`src/rtl/simd_eqcmp_pkg.sv`:
```
`timescale 1ns/1ps
package simd_eqcmp_pkg;

  typedef enum logic [1:0] {
    LANE_B = 2'd0,
    LANE_W = 2'd1,
    LANE_D = 2'd2
  } lane_e;

  typedef enum logic [1:0] {
    FLT_NONE   = 2'd0,
    FLT_BADOP  = 2'd1,
    FLT_NOUNIT = 2'd2,
    FLT_ALIGN  = 2'd3
  } fault_e;

  localparam logic [7:0] OPC_EQ_B = 8'h74;
  localparam logic [7:0] OPC_EQ_W = 8'h75;
  localparam logic [7:0] OPC_EQ_D = 8'h76;

  typedef struct packed {
    logic  ok;
    lane_e lane;
    logic  wide;
  } dec_t;

endpackage

```
`src/rtl/eqcmp_decode.sv`:
```
`timescale 1ns/1ps
module eqcmp_decode
  import simd_eqcmp_pkg::*;
(
  input  logic [7:0] opcode,
  input  logic       opsize_pfx,
  output dec_t       dec
);

  always_comb begin
    dec.ok   = 1'b1;
    dec.wide = opsize_pfx;
    dec.lane = LANE_B;
    case (opcode)
      OPC_EQ_B: dec.lane = LANE_B;
      OPC_EQ_W: dec.lane = LANE_W;
      OPC_EQ_D: dec.lane = LANE_D;
      default:  dec.ok   = 1'b0;
    endcase
  end

endmodule

```
`src/rtl/eqcmp_fault_chk.sv`:
```
`timescale 1ns/1ps
module eqcmp_fault_chk
  import simd_eqcmp_pkg::*;
#(
  parameter int ADDR_W      = 32,
  parameter int ALIGN_BYTES = 16
) (
  input  dec_t              dec,
  input  logic              mem_src,
  input  logic [ADDR_W-1:0] mem_addr,
  input  logic              cr_emul,
  input  logic              cr_fxsr_en,
  input  logic              cr_task_sw,
  output fault_e            fault
);

  localparam logic [ADDR_W-1:0] ALIGN_MASK = ADDR_W'(ALIGN_BYTES - 1);

  logic badop;
  logic misaligned;

  assign badop      = !dec.ok || cr_emul || (dec.wide && !cr_fxsr_en);
  assign misaligned = dec.wide && mem_src && (|(mem_addr & ALIGN_MASK));

  // priority: bad opcode, then unit unavailable, then alignment
  always_comb begin
    fault = FLT_NONE;
    if (badop)           fault = FLT_BADOP;
    else if (cr_task_sw) fault = FLT_NOUNIT;
    else if (misaligned) fault = FLT_ALIGN;
  end

endmodule

```
`src/rtl/eqcmp_lane_array.sv`:
```
`timescale 1ns/1ps
module eqcmp_lane_array
  import simd_eqcmp_pkg::*;
#(
  parameter int DATA_W   = 128,
  parameter int NARROW_W = 64
) (
  input  logic [DATA_W-1:0] dst,
  input  logic [DATA_W-1:0] src,
  input  lane_e             lane,
  input  logic              wide,
  output logic [DATA_W-1:0] mask
);

  localparam int NB   = DATA_W / 8;
  localparam int NB_N = NARROW_W / 8;

  logic [NB-1:0] eq_b;
  logic [NB-1:0] eq_w;
  logic [NB-1:0] eq_d;
  logic [NB-1:0] sel;
  logic [NB-1:0] keep;

  for (genvar i = 0; i < NB; i++) begin : g_byte
    assign eq_b[i] = (dst[8*i +: 8] == src[8*i +: 8]);
    assign keep[i] = wide || (i < NB_N);
  end

  // each byte takes the equality of the lane group it belongs to
  for (genvar i = 0; i < NB; i++) begin : g_group
    assign eq_w[i] = &eq_b[(i/2)*2 +: 2];
    assign eq_d[i] = &eq_b[(i/4)*4 +: 4];
  end

  always_comb begin
    case (lane)
      LANE_W:  sel = eq_w;
      LANE_D:  sel = eq_d;
      default: sel = eq_b;
    endcase
  end

  for (genvar i = 0; i < NB; i++) begin : g_mask
    assign mask[8*i +: 8] = {8{sel[i] & keep[i]}};
  end

endmodule

```
`src/rtl/simd_eqcmp_unit.sv`:
```
`timescale 1ns/1ps
module simd_eqcmp_unit
  import simd_eqcmp_pkg::*;
#(
  parameter int DATA_W      = 128,
  parameter int NARROW_W    = 64,
  parameter int ADDR_W      = 32,
  parameter int ALIGN_BYTES = 16
) (
  input  logic              clk,
  input  logic              rst,
  input  logic              in_valid,
  input  logic [7:0]        opcode,
  input  logic              opsize_pfx,
  input  logic              mem_src,
  input  logic [ADDR_W-1:0] mem_addr,
  input  logic              cr_emul,
  input  logic              cr_fxsr_en,
  input  logic              cr_task_sw,
  input  logic [DATA_W-1:0] dst_op,
  input  logic [DATA_W-1:0] src_op,
  output logic              out_valid,
  output logic [DATA_W-1:0] out_result,
  output logic [1:0]        out_fault
);

  dec_t   dec0;
  fault_e flt0;

  eqcmp_decode u_dec (
    .opcode     (opcode),
    .opsize_pfx (opsize_pfx),
    .dec        (dec0)
  );

  eqcmp_fault_chk #(
    .ADDR_W      (ADDR_W),
    .ALIGN_BYTES (ALIGN_BYTES)
  ) u_flt (
    .dec        (dec0),
    .mem_src    (mem_src),
    .mem_addr   (mem_addr),
    .cr_emul    (cr_emul),
    .cr_fxsr_en (cr_fxsr_en),
    .cr_task_sw (cr_task_sw),
    .fault      (flt0)
  );

  // stage 1: operands, decoded lane control and fault
  logic              s1_v;
  lane_e             s1_lane;
  logic              s1_wide;
  fault_e            s1_flt;
  logic [DATA_W-1:0] s1_dst;
  logic [DATA_W-1:0] s1_src;

  always_ff @(posedge clk) begin
    if (rst) begin
      s1_v    <= 1'b0;
      s1_lane <= LANE_B;
      s1_wide <= 1'b0;
      s1_flt  <= FLT_NONE;
      s1_dst  <= '0;
      s1_src  <= '0;
    end else begin
      s1_v    <= in_valid;
      s1_lane <= dec0.lane;
      s1_wide <= dec0.wide;
      s1_flt  <= flt0;
      s1_dst  <= dst_op;
      s1_src  <= src_op;
    end
  end

  logic [DATA_W-1:0] mask1;

  eqcmp_lane_array #(
    .DATA_W   (DATA_W),
    .NARROW_W (NARROW_W)
  ) u_lanes (
    .dst  (s1_dst),
    .src  (s1_src),
    .lane (s1_lane),
    .wide (s1_wide),
    .mask (mask1)
  );

  // stage 2: registered outputs
  always_ff @(posedge clk) begin
    if (rst) begin
      out_valid  <= 1'b0;
      out_result <= '0;
      out_fault  <= 2'd0;
    end else begin
      out_valid  <= s1_v;
      out_fault  <= s1_v ? s1_flt : FLT_NONE;
      out_result <= (s1_v && s1_flt == FLT_NONE) ? mask1 : '0;
    end
  end

endmodule

```
`config.mk`:
```
export PLATFORM = sky130hd
export DESIGN_NAME = simd_eqcmp_unit
export DESIGN_NICKNAME = d
export VERILOG_FILES = /design/src/rtl/simd_eqcmp_pkg.sv /design/src/rtl/eqcmp_decode.sv /design/src/rtl/eqcmp_fault_chk.sv /design/src/rtl/eqcmp_lane_array.sv /design/src/rtl/simd_eqcmp_unit.sv
export SDC_FILE = /design/constraint.sdc
export NUM_CORES = 1
export LEC_CHECK = 0
export CELL_PAD_IN_SITES_DETAIL_PLACEMENT = 1
export CELL_PAD_IN_SITES_GLOBAL_PLACEMENT = 1
export CORE_MARGIN = 5
export CORE_UTILIZATION = 28
export DETAILED_ROUTE_END_ITERATION = 6
export MAX_ROUTING_LAYER = met4
export PLACE_DENSITY = 0.77
export SYNTH_ARGS = -nofsm -noshare
export SYNTH_HDL_FRONTEND = slang
export SYNTH_SLANG_ARGS = --single-unit
export TNS_END_PERCENT = 100
```
`constraint.sdc`:
```
create_clock -name clk -period 1.45 [get_ports clk]
set_clock_uncertainty 0.05 [all_clocks]
set_input_delay 0.145 -clock clk [delete_from_list [all_inputs] [get_ports clk]]
set_output_delay 0.145 -clock clk [all_outputs]
set_load 0.03 [all_outputs]
```
==> impl_metrics.py <==
metrics = {
    "synthesis": {
        "ys_ff_latch": 281,
        "yosysWarningCount": 0,
        "ys_types": 30,
        "synth.mux.area_fraction_pct": 0,
        "synth-simple-area-share_pct": 20.6,
        "avgSynthCellArea_um2": 10.9,
        "syn_inst": 924,
        "syn_nets": 1230,
        "syn_area_um2": 10000,
        "synth-adder-area-share_pct": 0.249,
        "synth_compound_area_share_pct": 2.14,
        "synth_xor_area_share_pct": 11.2,
        "synth_top_family_by_area": "simple AND/OR/NAND/NOR gates",
        "synth_seq_area_share_pct": 56.0,
    },
    "detailed_routing": {
        "wire_per_inst_um": 16.2,
        "routed_wl_um": 28000,
        "vias_per_cell": 4.00,
        "dr_total_vias": 6935,
        "drcViolationCount": 0,
        "drt_iter0_markers": 166,
        "drt_pass1_iterations": 4,
        "drtAntennaViolNets": 0,
    },
    "cts": {
        "cts_max_path_buffers": 3,
        "numCtsBuffers": 31,
        "cts_sinks": 281,
        "root_buffer": "clkbuf_16",
        "clock_latency_ns": 0.55,
        "clk_pin_slew_ns": 0.06,
        "htreeDepth": 1,
        "cts_tree": "yes",
    },
    "worst_setup_path": {
        "crit_chain": "ha_2 -> o21ai_2 -> buf_12 -> o21ai_2 -> o211a_1",
        "crit_top_cell": "o21ai_2",
        "crit_path_end": "out_result[111]",
        "rr_worst_depth": 5,
        "critPathRequiredTime_ns": 1.83,
        "r2r_start": "s1_lane[1]",
        "worstPathArrival_ns": 1.79,
        "cp_max_fo": 4,
        "crit_path_start": "s1_lane[1]",
        "worst_path_largest_cell_delay_ns": 0.42,
        "crit_path_top_delay_cell": "dfxtp_1",
        "regToRegSetupSlack_ns": 0.03,
        "crit_path_end_kind": "register",
        "crit_type": "register to register",
        "cp_num_cells": 5,
        "r2r-end": "out_result[111]",
        "critical_path_buf_inv_count": 1,
        "path_delay_family": "flip-flops",
        "cp-start-kind": "register",
    },
    "timing": {
        "max_freq_ghz": 0.706,
        "slew_headroom_pct": 67.3,
        "finalCritPeriodShare_pct": 97.6,
        "timing.final.crit_period_ns": 1.42,
        "finalHoldViolations": 0,
        "fin_tns_setup_ns": 0,
        "drv_slew": 0,
        "worstMarginPinSlew_ns": 0.490,
        "rsz0062_at_grt": "true",
        "setup_violations": 0,
    },
    "floorplan": {
        "core_um2": 35500,
        "die_area_um2": 39700,
        "dieWidth_um": 199,
        "start_util_pct": 28.3,
        "row_count": 69,
        "ioPinCount": 435,
        "dieHeight_um": 199,
    },
    "place": {
        "placed_cells": 1667,
        "hpwl_um": 21700,
        "routabilityCongestion": 0.780,
        "port_buffers": 406,
    },
    "cells_and_area": {
        "utilization_pct": 41.5,
        "multi_input_comb_area_um2": 3640,
        "area.sequential_um2": 5670,
        "fillers": 3898,
        "layout-drive-gt1-share_pct": 22.1,
        "stdcell_count": 1733,
        "area_delta_synth_final_pct": 46.7,
        "nets": 1552,
    },
    "grt": {
        "antenna_found_initial": 3,
        "grt_pass1_wl_um": 41200,
        "grt_usage_pct": 13.7,
        "grt_max_degree": 101,
        "overflow": 0,
        "grt_pass1_vias": 7671,
    },
    "power_and_ir_drop": {
        "ir_worst_vdd_uv": 933,
        "power.leakage_nw": 5.85,
        "power_density_nw_per_um2": 1190,
    },
    "flow_run": {
        "maxCapViolations": 0,
    },
    "status": {
        "status": "finished, final reports clean",
    },
    "min_path": {
        "min_path_type": "input pin to register",
    },
}
cells in the mapped netlist:
master,count,area [um2]
a21oi_1,8,40.0
a221oi_1,1,8.76
a31o_1,4,35.0
and2_1,2,12.5
and3_4,1,11.3
and3b_1,2,17.5
buf_2,2,10.0
buf_4,112,841
buf_6,1,11.3
clkbuf_1,28,105
dfxtp_1,281,5630
ha_1,2,25.0
inv_1,3,11.3
nand2_1,14,52.6
nand2_4,1,11.3
nand3_1,4,20.0
nand4_1,32,200
nand4b_1,1,8.76
nand4bb_1,1,11.3
nor2_1,19,71.3
nor2b_1,258,1610
nor2b_4,1,13.8
nor3_1,1,5.00
nor3b_1,1,7.51
nor4_1,1,6.26
nor4b_1,1,8.76
o211a_1,8,80.1
o21ai_2,5,43.8
o21bai_1,1,7.51
xnor2_1,128,1120
area by class of cell:
type	count	area share, %
Timing Repair Buffer	432	26.1
Sequential cell	281	38.5
Tap cell	461	3.92
Multi-Input combinational cell	497	24.7
Clock buffer	46	5.92
Clock inverter	10	0.748
Inverter	3	0.0765
Antenna cell	3	0.0510
cells in the final DEF (no fill, tap or decap), drive strengths merged, types with 2 or more instances in the layout:
master         instances
nor2b                259
inv                    5
nand4                 32
ha                     2
buf                  153
nand3                  4
and3b                  2
clkdlybuf4s15          2
diode                  3
a21oi                  8
o211a                  8
bufinv                 2
dfxtp                281
o21ai                  5
clkdlybuf4s50        274
clkinv                 5
clkbuf                48
nand2                 15
nor2                  19
a31o                   4
xnor2                128
and2                   2
logic make-up (layout without fill, tap and decap cells):
kind of cell | after synthesis | in the layout
xor gates and xnor gates | 128 | 128
DFF | 281 | 281
buffers and inverters | 146 | 491
adders and majority gates | 2 | 2
other | 0 | 3
and+or+nand+nor | 340 | 340
AOI/OAI and AO/OA | 27 | 27
registers in the layout (all words and copies together) (netlist names):
name / flops
s1_dst: 128
s1_src: 128
out_result: 16
out_fault: 2
s1_flt: 2
s1_lane: 2
out_valid: 1
s1_v: 1
s1_wide: 1
routing by layer:
metal,part of all wire (%),up-vias,track usage [%]
li1,-,3436,-
met1,38,3194,15.0
met2,52,269,24.7
met3,7.7,36,3.37
met4,2.5,0,3.67
met5,0,-,-
through the flow:
stage                     worst slack, ns  hold WS (ns)  instance area [um2]  total power [mW]
after CTS                         -0.0267        0.0551                14400              17.8
after floorplan                   0.00607         0.223                10000              9.15
after global routing              -0.0688        0.0645                14700              18.3
after global placement             -0.127         0.506                13900              10.1
final                              0.0343        0.0950                14700              17.5
after detailed placement           -0.112         0.507                13900              10.1
how the worst min path moves through the flow:
stage / from / end / cells after the start / slack (ns)
2_1_floorplan: dst_op[0] / s1_dst[0] / 1 / 0.22
3_3_place_gp: rst / out_valid / 3 / 0.51
3_5_place_dp: rst / out_valid / 3 / 0.51
4_1_cts: src_op[87] / s1_src[87] / 2 / 0.06
5_1_grt: dst_op[86] / s1_dst[86] / 2 / 0.06
6_report: src_op[28] / s1_src[28] / 2 / 0.1
worst register-to-register path, stage by stage, from the launching register on:
cell and delay, ns:
dfxtp_1 0.42, ha_2 0.34, o21ai_2 0.17, buf_12 0.14, o21ai_2 0.06, o211a_1 0.13
power breakdown:
part           internal, mW  total (mW)  switching [mW]
combinational          1.17        1.69           0.518
sequential             8.11        8.30           0.185
clock                  4.49        7.52            3.02
total                  13.8        17.5            3.73
timing repair:
action,CTS,global route
hold buffers,1,0
endpoints found under the setup margin,142,34
resized for setup,516,60
pin swaps,0,39
buffers inserted,0,6
hold endpoints to repair,3,0
No activity file was read; power rests on OpenSTA's default activity.
